`src/rtl/pfb_pkg.sv`:
```
// Shared types for the streaming prefetch buffer.
// Assumes: one burst in flight at a time per client.
package pfb_pkg;
    typedef enum logic [1:0] {
        FS_IDLE = 2'd0,
        FS_REQ  = 2'd1,
        FS_BEAT = 2'd2
    } fetch_st_t;
endpackage

```
`src/rtl/pfb_store.sv`:
```
// Shift-register word store: pops from entry 0 and appends at the fill level.
// Assumes: the caller never pushes into a full store without a pop in the
// same cycle, and never pops an empty store. A flush is never given in a
// cycle that pushes or pops.
module pfb_store #(
    parameter int DW    = 32,
    parameter int DEPTH = 8,
    parameter int CW    = $clog2(DEPTH + 1)
) (
    input  logic          clk,
    input  logic          rst_n,
    input  logic          flush,
    input  logic          push,
    input  logic [DW-1:0] push_data,
    input  logic          pop,
    output logic [DW-1:0] head,
    output logic [CW-1:0] count
);
    logic [DW-1:0] ent_q [DEPTH];
    logic [CW-1:0] cnt_q;
    logic [CW-1:0] wr_idx;

    // Slot written by a push, one lower when a pop shifts in the same cycle.
    assign wr_idx = pop ? cnt_q - CW'(1) : cnt_q;

    for (genvar i = 0; i < DEPTH; i++) begin : g_ent
        // Entry update: take the pushed word, else shift down on a pop.
        always_ff @(posedge clk) begin
            if (!rst_n) begin
                ent_q[i] <= '0;
            end else if (push && wr_idx == CW'(i)) begin
                ent_q[i] <= push_data;
            end else if (pop) begin
                if (i == DEPTH - 1) begin
                    ent_q[i] <= '0;
                end else begin
                    ent_q[i] <= ent_q[(i + 1) % DEPTH];
                end
            end
        end
    end

    // Fill level tracking.
    always_ff @(posedge clk) begin
        if (!rst_n || flush) begin
            cnt_q <= '0;
        end else if (push && !pop) begin
            cnt_q <= cnt_q + CW'(1);
        end else if (pop && !push) begin
            cnt_q <= cnt_q - CW'(1);
        end
    end

    assign head  = ent_q[0];
    assign count = cnt_q;

    a_r3_no_overflow: assert property (@(posedge clk) disable iff (!rst_n)
        (push && !pop) |-> (cnt_q < CW'(DEPTH)));
    a_r4_no_underflow: assert property (@(posedge clk) disable iff (!rst_n)
        pop |-> (cnt_q != '0));
endmodule

```
`src/rtl/pfb_fetch.sv`:
```
// Burst fetch engine: issues one DEPTH-beat read burst per start request.
// A jump loads a new stream cursor; otherwise the cursor continues past the
// previous burst. Assumes the memory side returns exactly DEPTH beats per grant.
module pfb_fetch
    import pfb_pkg::*;
#(
    parameter int AW         = 32,
    parameter int DEPTH      = 8,
    parameter int WORD_BYTES = 4
) (
    input  logic          clk,
    input  logic          rst_n,
    input  logic          go,
    input  logic          jump,
    input  logic [AW-1:0] jump_addr,
    output logic          mem_req,
    output logic [AW-1:0] mem_addr,
    input  logic          mem_gnt,
    input  logic          mem_rvld,
    output logic          busy,
    output logic          push
);
    localparam int BW = (DEPTH > 1) ? $clog2(DEPTH) : 1;
    localparam logic [AW-1:0] STRIDE = AW'(DEPTH * WORD_BYTES);

    fetch_st_t     st_q;
    logic [AW-1:0] addr_q;
    logic [AW-1:0] cursor_q;
    logic [BW-1:0] beat_q;
    logic [AW-1:0] start_addr;

    // Address of the burst about to be requested.
    assign start_addr = jump ? jump_addr : cursor_q;

    // Burst sequencing: request, wait for grant, count beats.
    always_ff @(posedge clk) begin
        if (!rst_n) begin
            st_q     <= FS_IDLE;
            addr_q   <= '0;
            cursor_q <= '0;
            beat_q   <= '0;
        end else begin
            case (st_q)
                FS_IDLE: if (go) begin
                    addr_q   <= start_addr;
                    cursor_q <= start_addr + STRIDE;
                    st_q     <= FS_REQ;
                end
                FS_REQ: if (mem_gnt) begin
                    beat_q <= '0;
                    st_q   <= FS_BEAT;
                end
                FS_BEAT: if (mem_rvld) begin
                    beat_q <= beat_q + BW'(1);
                    if (beat_q == BW'(DEPTH - 1)) begin
                        st_q <= FS_IDLE;
                    end
                end
                default: st_q <= FS_IDLE;
            endcase
        end
    end

    assign mem_req  = (st_q == FS_REQ);
    assign mem_addr = addr_q;
    assign busy     = (st_q != FS_IDLE);
    assign push     = (st_q == FS_BEAT) && mem_rvld;

    a_r2_req_hold: assert property (@(posedge clk) disable iff (!rst_n)
        (mem_req && !mem_gnt) |=> (mem_req && $stable(mem_addr)));
    a_r6_burst_ends_on_beat: assert property (@(posedge clk) disable iff (!rst_n)
        $fell(busy) |-> $past(push));
endmodule

```
`src/rtl/pfb_track.sv`:
```
// Stream tracker: holds the next expected address and decides hits and restarts.
// A base pulse that arrives while a burst is in flight is held pending.
// Assumes: the read strobe is held until it is acknowledged.
module pfb_track #(
    parameter int AW         = 32,
    parameter int CW         = 4,
    parameter int WORD_BYTES = 4
) (
    input  logic          clk,
    input  logic          rst_n,
    input  logic          base_vld,
    input  logic [AW-1:0] base_addr,
    input  logic          stb,
    input  logic [AW-1:0] addr,
    input  logic [CW-1:0] count,
    input  logic          fetch_busy,
    output logic          hit,
    output logic          restart,
    output logic [AW-1:0] restart_addr,
    output logic          active
);
    logic          act_q;
    logic [AW-1:0] next_q;
    logic          pend_q;
    logic [AW-1:0] pend_addr_q;
    logic          new_stream;
    logic          miss;

    // Classify the current cycle: new stream, miss or hit.
    always_comb begin
        new_stream   = base_vld || pend_q;
        miss         = act_q && stb && (addr != next_q);
        restart      = !fetch_busy && (new_stream || miss);
        restart_addr = base_vld ? base_addr : (pend_q ? pend_addr_q : addr);
        hit          = act_q && !new_stream && stb && (count != '0) && (addr == next_q);
    end

    // Expected-address and pending-base state.
    always_ff @(posedge clk) begin
        if (!rst_n) begin
            act_q       <= 1'b0;
            next_q      <= '0;
            pend_q      <= 1'b0;
            pend_addr_q <= '0;
        end else if (restart) begin
            act_q  <= 1'b1;
            next_q <= restart_addr;
            pend_q <= 1'b0;
        end else begin
            if (base_vld) begin
                pend_q      <= 1'b1;
                pend_addr_q <= base_addr;
            end
            if (hit) begin
                next_q <= next_q + AW'(WORD_BYTES);
            end
        end
    end

    assign active = act_q;

    a_r4_advance: assert property (@(posedge clk) disable iff (!rst_n)
        hit |=> (next_q == $past(next_q) + AW'(WORD_BYTES)));
    a_r7_restart_target: assert property (@(posedge clk) disable iff (!rst_n)
        restart |=> (act_q && next_q == $past(restart_addr)));
endmodule

```
`src/rtl/pf_stream_prefetch.sv`:
```
// Top: per-client streaming prefetch buffer. Hits are acknowledged
// combinationally from the buffer head. An empty buffer triggers a refill
// burst, and a miss flushes and restarts the stream.
// Assumes: a single requester and one SDRAM burst in flight at a time.
module pf_stream_prefetch #(
    parameter int AW         = 32,
    parameter int DW         = 32,
    parameter int DEPTH      = 8,
    parameter int WORD_BYTES = 4
) (
    input  logic          clk,
    input  logic          rst_n,
    input  logic          dma_base_vld,
    input  logic [AW-1:0] dma_base_addr,
    input  logic          rd_stb,
    input  logic [AW-1:0] rd_addr,
    output logic          rd_ack,
    output logic [DW-1:0] rd_data,
    output logic          mem_req,
    output logic [AW-1:0] mem_addr,
    input  logic          mem_gnt,
    input  logic          mem_rvld,
    input  logic [DW-1:0] mem_rdata,
    output logic          buf_full,
    output logic          buf_empty
);
    localparam int CW = $clog2(DEPTH + 1);

    logic [CW-1:0] count;
    logic [DW-1:0] head;
    logic          hit;
    logic          restart;
    logic [AW-1:0] restart_addr;
    logic          active;
    logic          fetch_busy;
    logic          push;
    logic          go;

    pfb_track #(.AW(AW), .CW(CW), .WORD_BYTES(WORD_BYTES)) u_track (
        .clk          (clk),
        .rst_n        (rst_n),
        .base_vld     (dma_base_vld),
        .base_addr    (dma_base_addr),
        .stb          (rd_stb),
        .addr         (rd_addr),
        .count        (count),
        .fetch_busy   (fetch_busy),
        .hit          (hit),
        .restart      (restart),
        .restart_addr (restart_addr),
        .active       (active)
    );

    // Start a burst on a restart, or refill an idle, drained stream.
    assign go = restart || (active && count == '0 && !fetch_busy);

    pfb_fetch #(.AW(AW), .DEPTH(DEPTH), .WORD_BYTES(WORD_BYTES)) u_fetch (
        .clk       (clk),
        .rst_n     (rst_n),
        .go        (go),
        .jump      (restart),
        .jump_addr (restart_addr),
        .mem_req   (mem_req),
        .mem_addr  (mem_addr),
        .mem_gnt   (mem_gnt),
        .mem_rvld  (mem_rvld),
        .busy      (fetch_busy),
        .push      (push)
    );

    pfb_store #(.DW(DW), .DEPTH(DEPTH), .CW(CW)) u_store (
        .clk       (clk),
        .rst_n     (rst_n),
        .flush     (restart),
        .push      (push),
        .push_data (mem_rdata),
        .pop       (hit),
        .head      (head),
        .count     (count)
    );

    assign rd_ack    = hit;
    assign rd_data   = head;
    assign buf_full  = (count == CW'(DEPTH));
    assign buf_empty = active && (count == '0);

    a_r3_full_no_req: assert property (@(posedge clk) disable iff (!rst_n)
        buf_full |-> !mem_req);
    a_r4_ack_backed: assert property (@(posedge clk) disable iff (!rst_n)
        rd_ack |-> (count != '0 && rd_stb));
    a_r5_empty_refills: assert property (@(posedge clk) disable iff (!rst_n)
        (buf_empty && !fetch_busy) |=> fetch_busy);
    a_r8_idle_quiet: assert property (@(posedge clk) disable iff (!rst_n)
        !active |-> (!rd_ack && !buf_empty));
endmodule

```
`config.mk`:
```
export PLATFORM = sky130hd
export DESIGN_NAME = pf_stream_prefetch
export DESIGN_NICKNAME = d
export VERILOG_FILES = /design/src/rtl/pfb_pkg.sv /design/src/rtl/pfb_store.sv /design/src/rtl/pfb_fetch.sv /design/src/rtl/pfb_track.sv /design/src/rtl/pf_stream_prefetch.sv
export SDC_FILE = /design/constraint.sdc
export NUM_CORES = 1
export LEC_CHECK = 0
export BUFFER_PORTS_ARGS = -buffer_cell sky130_fd_sc_hd__buf_2
export CAP_MARGIN = 20
export CORE_MARGIN = 10
export CORE_UTILIZATION = 65
export CTS_BUF_LIST = sky130_fd_sc_hd__clkbuf_4
export DETAILED_ROUTE_END_ITERATION = 12
export PLACE_DENSITY = 0.87
export SLEW_MARGIN = 5
export SYNTH_ARGS = -nofsm -noshare
export SYNTH_HDL_FRONTEND = slang
export SYNTH_SLANG_ARGS = --single-unit
```
`constraint.sdc`:
```
create_clock -name clk -period 14.6 [get_ports clk]
set_input_delay 0.73 -clock clk [delete_from_list [all_inputs] [get_ports clk]]
set_output_delay 0.73 -clock clk [all_outputs]
set_load 0.03 [all_outputs]
```
==> impl_metrics.env <==
export IMPL_setup_viol=0
export IMPL_initial_utilization_pct=66.1
export IMPL_totalWireLength_mm=54.2
export IMPL_gp_congestion=0.981
export IMPL_cts_buffer_depth=3
export IMPL_antenna_found_initial=5
export IMPL_cts_sinks=390
export IMPL_min_period_over_period_pct=36.3
export IMPL_place_ws_ps=9140
export IMPL_cts_setup_buffers=0
export IMPL_core_area_um2=28900
export IMPL_track_usage_pct=28.9
export IMPL_skew_ps=69.5
export IMPL_critical_path_class="flop to flop"
export IMPL_avgRoutedWirePerCell_um=22.1
export IMPL_port_buffers=169
export IMPL_ir_worst_vdd_v=0.0000836
export IMPL_p_per_area_nw_per_um2=124
export IMPL_ios=170
export IMPL_slew_viol_final=0
export IMPL_rsz0062_at_grt="false"
export IMPL_grt_max_degree=100
export IMPL_ys_types=76
export IMPL_die_h_um=191
export IMPL_cts_root_buf="clkbuf_4"
export IMPL_hold_path_class="input pin to flop"
export IMPL_cts_inserted_buffers=97
export IMPL_max_freq_mhz=189
export IMPL_grt_pass1_vias=15300
export IMPL_max_slew_margin_rel_pct=22.0
export IMPL_min_period_ps=5290
export IMPL_cp_arrival_ps=5910
export IMPL_crit_required_ps=15210
export IMPL_fin_nets=2102
export IMPL_synthFlopType="edfxtp_1"
export IMPL_synth_area_um2=19100
export IMPL_hold_viol=0
export IMPL_synth_edf_count=256
export IMPL_end_kind="flop"
export IMPL_layout_commonest_cell="nand2_1"
export IMPL_drive_gt1_share_pct=18.4
export IMPL_worst_slew_pin_slew_ps=1170
export IMPL_setup_tns_ps=0
export IMPL_fillers=2037
export IMPL_drt_iter0_drc=2095
export IMPL_drc=0
export IMPL_synth_net_count=2012
export IMPL_run_status="complete, no violations"
export IMPL_cp_start_kind="flop"
export IMPL_grt_overflow_total=0
export IMPL_dp_hpwl_mm=36.0
export IMPL_clock_latency_ps=810
export IMPL_die_w_um=191
export IMPL_ys_seq_elements=390
export IMPL_grt_pass1_wl_mm=84.3
export IMPL_leakagePower_nw=7.51
export IMPL_netlist_instances=1903
export IMPL_final_cell_mix="nand2_1 (304), edfxtp_1 (256), a21oi_1 (199)"
export IMPL_dr_pass1_iters=6
export IMPL_yosysWarnings=0
export IMPL_path_max_fanout=69
export IMPL_ys_seq_area_share_pct=54.4
export IMPL_clkSlewWorstSetupHoldPaths_ps=70
export IMPL_cts_resized=0
export IMPL_drt_vias_per_instance=6.46
export IMPL_avgSynthCellArea_um2=10.0
export IMPL_vias=15800
export IMPL_cts_htree_levels=3
export IMPL_num_rows=62
export IMPL_cts_tree="done"
export IMPL_layout_setup_ws_ps=9310
export IMPL_fp_dieArea_um2=36600
export IMPL_ant_nets=0
export IMPL_async_flop_share_pct=0
export IMPL_area_growth_pct=9.60
export IMPL_drv_cap=0
export IMPL_hold_buffers=0
export IMPL_fin_util_pct=72.4
-- final cells by class --
type                            count  area, um2  share of cell area (%)
Multi-Input combinational cell   1291       7650                    36.6
Inverter                           13       51.3                   0.246
Sequential cell                   390      10400                    49.6
Timing Repair Buffer              200       1120                    5.35
Clock inverter                     28        171                   0.820
Tap cell                          384        480                    2.30
Clock buffer                      139       1040                    4.99
Antenna cell                        3       7.51                  0.0359
-- where the power goes --
| group | leakage (nW) | internal [W] | switching [W] | total [W] |
|---|---|---|---|---|
| Sequential | 3.75 | 0.00125 | 0.0000711 | 0.00132 |
| Clock | 0.721 | 0.000445 | 0.000457 | 0.000901 |
| Combinational | 3.05 | 0.000118 | 0.000259 | 0.000377 |
| Total | 7.51 | 0.00181 | 0.000787 | 0.00260 |
-- path summary, 6_finish.rpt --
path | cells after the start | startpoint | endpoint | slack, ps
worst max register to register | 14 | u_track.pend_q | u_fetch.cursor_q[31] | 9310
worst min-delay path | 3 | dma_base_addr[16] | u_track.pend_addr_q[16] | 210
worst max-delay path | 14 | u_track.pend_q | u_fetch.cursor_q[31] | 9310
worst min register to register | 2 | u_track.pend_addr_q[16] | u_track.pend_addr_q[16] | 460
-- kinds of logic (layout without fill, tap and decap cells) --
logic type	Yosys count	in the layout	synth area share, %
adders and majority gates	7	7	0.459
muxes	45	45	2.42
DFF	390	390	54.4
other	0	3	0
AOI/OAI and AO/OA	468	468	16.1
buffers and inverters	222	380	5.71
xor gates and xnor gates	92	92	4.23
and+or+nand+nor	679	679	16.7
-- stage by stage --
step | cells | power (W) | instance area, um2 | hold WS [ps]
CTS | 2445 | 0.00260 | 20900 | 174
finish | 2448 | 0.00260 | 20900 | 207
global placement | 2276 | 0.00170 | 19600 | 439
detailed placement | 2278 | 0.00171 | 19700 | 447
global route | 2446 | 0.00270 | 20900 | 224
floorplan | 1903 | 0.00159 | 19100 | 432
-- synthesized netlist by cell type, drive strengths merged (3+ instances only) --
library cell,number,area [um2]
edfxtp,256,7690
nand2b,6,37.5
a31oi,28,175
nor4,5,58.8
xnor2,73,639
and3,20,125
a211oi,13,103
mux2i,36,360
a22o,129,1130
mux2,9,101
and2,43,269
or3,8,50.1
nor2,79,297
buf,119,702
a22oi,3,22.5
o31ai,6,45.0
clkbuf,90,338
o21a,6,45.0
o21ai,53,277
or4,4,33.8
nand4b,3,26.3
dfxtp,134,2680
ha,7,87.6
nor4b,4,35.0
and4,6,52.6
or2,3,18.8
nor3,28,145
o311ai,4,35.0
nand2,305,1140
xor2,19,166
a21oi,199,996
nand3,132,661
inv,12,45.0
nor2b,7,43.8
nand4,20,125
-- worst max-delay path, cell delays in order, from the launching register on --
cell       delay [ps]
dfxtp_2          1090
nor2_1            160
nor2_1            820
nor2_4             60
buf_4             360
or2_2             410
nand2_1            80
ha_1              300
inv_1             130
or3_1             400
o221ai_2          200
o21ai_1           340
a2111oi_0         560
or2_1             170
a21oi_1            60
-- state kept, by name, indices dropped and copies added, names as in the netlist --
register,cells
u_fetch.st_q,2
u_fetch.beat_q,3
u_store.ent_q,256
u_track.active,1
u_track.pend_addr_q,32
u_fetch.mem_addr,27
u_track.next_q,32
u_fetch.cursor_q,32
u_track.pend_q,1
u_store.count,4
-- layer usage --
| layer | GRT usage [%] | routed length (um) |
|---|---|---|
| met5 | 0 | 40 |
| met1 | 38.3 | 21000 |
| met2 | 44.4 | 24900 |
| met4 | 11.3 | 1570 |
| met3 | 8.16 | 6710 |
Note: power is estimated with default switching activity, not from simulation.
